`config.mk`:
```
export PLATFORM = sky130hd
export DESIGN_NAME = tc_xfer_counter
export DESIGN_NICKNAME = d
export VERILOG_FILES = /design/src/rtl/tc_pkg.sv /design/src/rtl/tc_host_if.sv /design/src/rtl/tc_engine.sv /design/src/rtl/tc_status.sv /design/src/rtl/tc_xfer_counter.sv
export SDC_FILE = /design/constraint.sdc
export NUM_CORES = 1
export LEC_CHECK = 0
export ABC_AREA = 0
export CORE_AREA = 2 2 90 92
export CTS_CLUSTER_SIZE = 40
export DETAILED_ROUTE_END_ITERATION = 10
export DIE_AREA = 0 0 92 94
export HOLD_SLACK_MARGIN = 0.05
export PLACE_DENSITY_LB_ADDON = 0.05
export SLEW_MARGIN = 15
export SYNTH_ARGS = -nofsm -noshare
export SYNTH_HDL_FRONTEND = slang
export SYNTH_SLANG_ARGS = --single-unit
```
`constraint.sdc`:
```
create_clock -name clk -period 2.95 [get_ports clk]
set_input_delay 0.885 -clock clk [delete_from_list [all_inputs] [get_ports clk]]
set_output_delay 0.885 -clock clk [all_outputs]
set_load 0.05 [all_outputs]
```
`src/rtl/tc_pkg.sv`:
```
package tc_pkg;
  localparam logic [2:0] A_CNT_LO = 3'd0;
  localparam logic [2:0] A_CMD    = 3'd3;
  localparam logic [2:0] A_STAT   = 3'd4;
  localparam logic [2:0] A_INTR   = 3'd5;
  localparam int DMA_FLAG_BIT = 7;
  localparam logic [6:0] OP_XFER  = 7'h10;
  localparam logic [7:0] INTR_SERVICE = 8'h10;
  localparam int ST_TC_BIT  = 4;
  localparam int ST_IRQ_BIT = 7;

  // Effective length: count (zero meaning full range) clamped by the active bound
  function automatic logic [31:0] tc_xfer_len(input logic [31:0] cnt, input int unsigned cw,
                                              input logic collect, input logic [31:0] phase,
                                              input logic [31:0] lim);
    logic [31:0] eff;
    logic [31:0] bound;
    eff   = (cnt == 32'd0) ? (32'd1 << cw) : cnt;
    bound = collect ? lim : phase;
    return (eff < bound) ? eff : bound;
  endfunction
endpackage

```
`src/rtl/tc_host_if.sv`:
```
module tc_host_if
  import tc_pkg::*;
#(
  parameter int BW = 8,
  parameter int NB = 2,
  localparam int CW = BW * NB
) (
  input  logic          clk,
  input  logic          rst_n,
  input  logic          host_wr,
  input  logic [2:0]    host_addr,
  input  logic [BW-1:0] host_wdata,
  input  logic          busy,
  output logic [CW-1:0] stage,
  output logic          cnt_wr,
  output logic          reload,
  output logic          start
);
  logic [NB-1:0] lane_wr;

  for (genvar g = 0; g < NB; g++) begin : g_lane
    assign lane_wr[g] = host_wr && (host_addr == 3'(g));
    always_ff @(posedge clk) begin
      if (!rst_n) stage[g*BW +: BW] <= '0;
      else if (lane_wr[g]) stage[g*BW +: BW] <= host_wdata;
    end
  end

  logic cmd_wr;
  assign cmd_wr = host_wr && (host_addr == A_CMD) && !busy;
  assign cnt_wr = |lane_wr;
  assign reload = cmd_wr && host_wdata[DMA_FLAG_BIT];
  assign start  = reload && (host_wdata[6:0] == OP_XFER);

  // the non-DMA command path never produces a reload
  a_r4_no_reload_pio: assert property (@(posedge clk) disable iff (!rst_n)
    (host_wr && host_addr == A_CMD && !host_wdata[DMA_FLAG_BIT]) |-> !reload && !start);
endmodule

```
`src/rtl/tc_engine.sv`:
```
module tc_engine
  import tc_pkg::*;
#(
  parameter int CW = 16,
  parameter int LIMIT = 32,
  localparam int PW = CW + 1
) (
  input  logic          clk,
  input  logic          rst_n,
  input  logic          reload,
  input  logic          start,
  input  logic [CW-1:0] stage,
  input  logic          collect,
  input  logic [PW-1:0] phase_left,
  input  logic          ready,
  output logic          valid,
  output logic [CW-1:0] live,
  output logic          fin,
  output logic          done
);
  localparam logic [PW-1:0] ONE_P = PW'(1);
  localparam logic [CW-1:0] ONE_C = CW'(1);

  logic [PW-1:0] remain;
  logic [31:0]   len_full;
  logic [PW-1:0] len;
  logic          accept;

  assign len_full = tc_xfer_len(32'(stage), CW, collect, 32'(phase_left), 32'(LIMIT));
  assign len      = len_full[PW-1:0];
  assign accept   = valid && ready;
  assign fin      = (start && len == '0) || (accept && remain == ONE_P);

  always_ff @(posedge clk) begin
    if (!rst_n) begin
      valid  <= 1'b0;
      remain <= '0;
      live   <= '0;
      done   <= 1'b0;
    end else begin
      done <= fin;
      if (reload) live <= stage;
      if (start) begin
        valid  <= (len != '0);
        remain <= len;
      end else if (accept) begin
        remain <= remain - ONE_P;
        live   <= live - ONE_C;
        if (remain == ONE_P) valid <= 1'b0;
      end
      if (fin) live <= '0;
    end
  end

  a_r6_dec_per_byte: assert property (@(posedge clk) disable iff (!rst_n)
    (accept && remain != ONE_P) |=> live == $past(live) - ONE_C);
  a_r6_hold_on_stall: assert property (@(posedge clk) disable iff (!rst_n)
    (valid && !ready) |=> $stable(live) && valid);
  a_r7_zero_at_done: assert property (@(posedge clk) disable iff (!rst_n)
    done |-> live == '0 && !valid);
  a_r5_collect_cap: assert property (@(posedge clk) disable iff (!rst_n)
    (start && collect) |=> remain <= PW'(LIMIT));
endmodule

```
`src/rtl/tc_status.sv`:
```
module tc_status
  import tc_pkg::*;
(
  input  logic       clk,
  input  logic       rst_n,
  input  logic       fin,
  input  logic       start,
  input  logic       cnt_wr,
  input  logic       intr_rd,
  output logic       tc,
  output logic       irq,
  output logic [7:0] intr
);
  always_ff @(posedge clk) begin
    if (!rst_n) begin
      tc   <= 1'b0;
      irq  <= 1'b0;
      intr <= '0;
    end else begin
      if (fin) tc <= 1'b1;
      else if (start || cnt_wr) tc <= 1'b0;
      if (fin) begin
        irq  <= 1'b1;
        intr <= INTR_SERVICE;
      end else if (intr_rd) begin
        irq  <= 1'b0;
        intr <= '0;
      end
    end
  end

  a_r7_flags_set: assert property (@(posedge clk) disable iff (!rst_n)
    fin |=> tc && irq && intr == INTR_SERVICE);
  a_r3_tc_clear: assert property (@(posedge clk) disable iff (!rst_n)
    (cnt_wr && !fin) |=> !tc);
  a_r8_start_clear: assert property (@(posedge clk) disable iff (!rst_n)
    (start && !fin) |=> !tc);
  a_r9_irq_clear: assert property (@(posedge clk) disable iff (!rst_n)
    (intr_rd && !fin) |=> !irq && intr == '0);
endmodule

```
`src/rtl/tc_xfer_counter.sv`:
```
module tc_xfer_counter
  import tc_pkg::*;
#(
  parameter int BW = 8,
  parameter int NB = 2,
  parameter int COLLECT_LIMIT = 32,
  localparam int CW = BW * NB,
  localparam int PW = CW + 1
) (
  input  logic          clk,
  input  logic          rst_n,
  input  logic          host_wr,
  input  logic          host_rd,
  input  logic [2:0]    host_addr,
  input  logic [BW-1:0] host_wdata,
  output logic [BW-1:0] host_rdata,
  input  logic          collect_mode,
  input  logic [PW-1:0] phase_left,
  output logic          dma_valid,
  input  logic          dma_ready,
  output logic          xfer_done,
  output logic          irq
);
  logic [CW-1:0] stage, live;
  logic cnt_wr, reload, start, fin, tc, intr_rd;
  logic [7:0] intr;

  assign intr_rd = host_rd && (host_addr == A_INTR);

  tc_host_if #(.BW(BW), .NB(NB)) u_host (
    .clk(clk), .rst_n(rst_n), .host_wr(host_wr), .host_addr(host_addr),
    .host_wdata(host_wdata), .busy(dma_valid), .stage(stage),
    .cnt_wr(cnt_wr), .reload(reload), .start(start));

  tc_engine #(.CW(CW), .LIMIT(COLLECT_LIMIT)) u_eng (
    .clk(clk), .rst_n(rst_n), .reload(reload), .start(start), .stage(stage),
    .collect(collect_mode), .phase_left(phase_left), .ready(dma_ready),
    .valid(dma_valid), .live(live), .fin(fin), .done(xfer_done));

  tc_status u_stat (
    .clk(clk), .rst_n(rst_n), .fin(fin), .start(start), .cnt_wr(cnt_wr),
    .intr_rd(intr_rd), .tc(tc), .irq(irq), .intr(intr));

  always_comb begin
    host_rdata = '0;
    if (int'(host_addr) < NB) host_rdata = live[int'(host_addr)*BW +: BW];
    else if (host_addr == A_STAT) begin
      host_rdata[ST_TC_BIT]  = tc;
      host_rdata[ST_IRQ_BIT] = irq;
    end else if (host_addr == A_INTR) host_rdata = BW'(intr);
  end

  a_r7_done_with_irq: assert property (@(posedge clk) disable iff (!rst_n)
    xfer_done |-> irq && !dma_valid);
  a_r1_idle_no_done: assert property (@(posedge clk) disable iff (!rst_n)
    (!dma_valid && !start) |=> !dma_valid);
endmodule

```
==> results_dict.tcl <==
set metrics [dict create \
    outcome "complete, no violations" \
    fp.dieH_um 94 \
    insertedDiodeCount 0 \
    synth_enable_flop_cells 0 \
    dp.cells 681 \
    pwr-share-seq 0.432 \
    synth.distinct_cells 67 \
    layout.cells.non_filler 719 \
    syn_to_final_growth_pct 47.2 \
    pwr-share-comb 0.296 \
    yosysSeqAreaShare 0.278 \
    row_count 32 \
    p_clk_frac 0.273 \
    crit_type "in -> reg" \
    syn-cell-area_um2 3820 \
    synth.top_cells.by_count "nand2_1, dfxtp_1, nor3_1" \
    first_global_vias 4047 \
    clkSinkCount 53 \
    arrival_ns 3.12 \
    timing.final.max_slew_violations 0 \
    p_total_mw 1.69 \
    tns_ns 0 \
    p_leak_nw 2.33 \
    synth_ff_type "dfxtp_1" \
    final_cell_area_um2 5620 \
    root_buffer "clkbuf_8" \
    clk_latency_ns 0.32 \
    finalCritPeriodShare 0.985 \
    intPower_mw 1.15 \
    async_flop_share 0 \
    ys_top_cells_by_area "dfxtp_1, ha_1, nand2_1" \
    route.detailed.drc 0 \
    post_dp_cell_area_um2 4940 \
    cp_max_fo 7 \
    synth.top_cell.area_share 0.278 \
    drtIter0Drc 473 \
    yosysTopAreaCell "dfxtp_1" \
    yosysWarnings 0 \
    routedWlPerCell_um 19.8 \
    fill_cells 573 \
    routed_via_density 6.14 \
    overflow 0 \
    setup_viol_count_final 0 \
    drive_gt1_frac 0.326 \
    io_pins 45 \
    die_x_um 92 \
    antenna_left 0 \
    maxCapViolCount 0 \
    grt_pass1_wl_mm 20.9 \
    dpl.hpwl_mm 9.40 \
    synth_seq_cells 53 \
    relSlewSlack 0.648 \
    yosys.cell_count.top_type "nand2_1" \
    p_per_area_nw_per_um2 301 \
    hold_viol_final 0 \
    synth_fp_nets 552 \
    numPortBuffers 44 \
    vdd_drop_max_mv 0.348 \
    cp.required_ns 3.16 \
    end_kind "flip-flop" \
    holdWs_ns 0.580 \
    syn_inst 498 \
    h-tree-depth 2 \
    antenna_found_initial 0 \
    coreArea_um2 7610 \
    vias 4417 \
    cts_tree "built" \
    hp-class "reg -> reg" \
    grt_max_degree 40 \
    grt_use_total 0.312 \
    clk_path_buf_depth 2 \
    fin_crit_ns 2.91 \
    wirelength_mm 14.2 \
    worstMarginPinSlew_ns 0.526 \
    hold_buffers 0 \
    start_util 0.502 \
    switching_power_mw 0.535 \
    syn_avg_cell_area_um2 7.67 \
    die-area_um2 8650 \
    cts_buffers 5 \
    drt_pre_antenna_iters 5 \
    finClkSkew_ns 0.0171 \
    sw_frac_of_total 0.317 \
    clk_pin_slew_ns 0.11 \
    gp_congestion 0.954 \
    max_freq_ghz 0.344 \
    fin_nets 670 \
    crit_path_start_kind "input port" \
]
[state kept, by name (all words and copies together) (netlist names)]
signal and flops:
u_eng.remain 17, u_stat.tc 1, u_eng.done 1, u_host.stage 16, u_eng.live 16, u_stat.irq 1, u_eng.valid 1
[through the flow]
stage | util | setup slack, ns
after floorplan | - | -0.0610
after global placement | 0.649 | -0.545
after detailed placement | 0.649 | -0.676
after CTS | 0.702 | -0.00421
after global routing | 0.739 | -0.0431
final | 0.739 | 0.0431
[power by group through the flow]
stage	registers, mW	clock network (mW)	logic (mW)
floorplan	0.746	0	0.184
global placement	0.745	0	0.371
detailed placement	0.745	0	0.380
CTS	0.729	0.465	0.413
global route	0.730	0.492	0.527
finish	0.729	0.461	0.500
[timing repair]
item	4_1_cts	5_1_grt
setup endpoints to repair	44	34
pin swaps	15	25
cloned	3	0
setup buffers	16	12
gates resized for setup	38	47
[cell type report]
cell class | instances | area [µm²] | area share
Multi-Input combinational cell | 394 | 2910 | 0.517
Timing Repair Buffer | 151 | 1390 | 0.247
Sequential cell | 53 | 1060 | 0.189
Tap cell | 102 | 128 | 0.0227
Clock buffer | 5 | 68.8 | 0.0122
Inverter | 11 | 41.3 | 0.00735
Clock inverter | 3 | 28.8 | 0.00512
[cell families (layout without fill, tap and decap cells)]
group	Yosys count	count (layout)	share of synthesized area
AND/OR/NAND/NOR	244	244	0.335
multiplexers	11	11	0.0328
XOR/XNOR	11	11	0.0252
adder cells (fa/ha/maj)	20	20	0.0656
AO/OA/AOI/OAI	108	108	0.202
flip-flops	53	53	0.278
buffers and inverters	51	170	0.0613
[placed cells by master, fill, tap and decap left out, drive strengths merged, types with 17 or more instances in the layout]
cell type	count
buf	116
nand2	59
dfxtp	53
nor3	40
nor2	37
o21ai	31
ha	20
nand3	19
a21boi	18
clkdlybuf4s50	17
[final timing paths]
check	start	to	slack, ns	depth (start not counted)
worst max-delay path	collect_mode	u_eng.live[9]$_SDFF_PP0_	0.04	14
worst min-delay path	u_eng.remain[16]$_SDFFE_PN0P_	u_eng.remain[16]$_SDFFE_PN0P_	0.58	2
worst min register to register	u_eng.remain[16]$_SDFFE_PN0P_	u_eng.remain[16]$_SDFFE_PN0P_	0.58	2
worst max register to register	u_host.stage[12]$_SDFFE_PN0P_	u_eng.live[9]$_SDFF_PP0_	0.18	14
[worst max-delay path, cell delays in order]
cell	delay, ns
buf_2	0.11
buf_6	0.13
buf_4	0.15
nand2b_4	0.15
ha_4	0.17
a211oi_2	0.22
o21ai_2	0.11
a32oi_2	0.26
nand3_2	0.17
a311oi_4	0.32
buf_6	0.17
buf_12	0.10
buf_16	0.10
nor3_1	0.04
[routing by layer]
layer	GRT usage	up-vias	routed length, µm
li1	-	2065	-
met1	0.429	2056	5750
met2	0.496	253	6540
met3	0.0490	43	1450
met4	0.116	0	502
met5	0	-	0
Note: power is estimated with default switching activity, not from simulation.
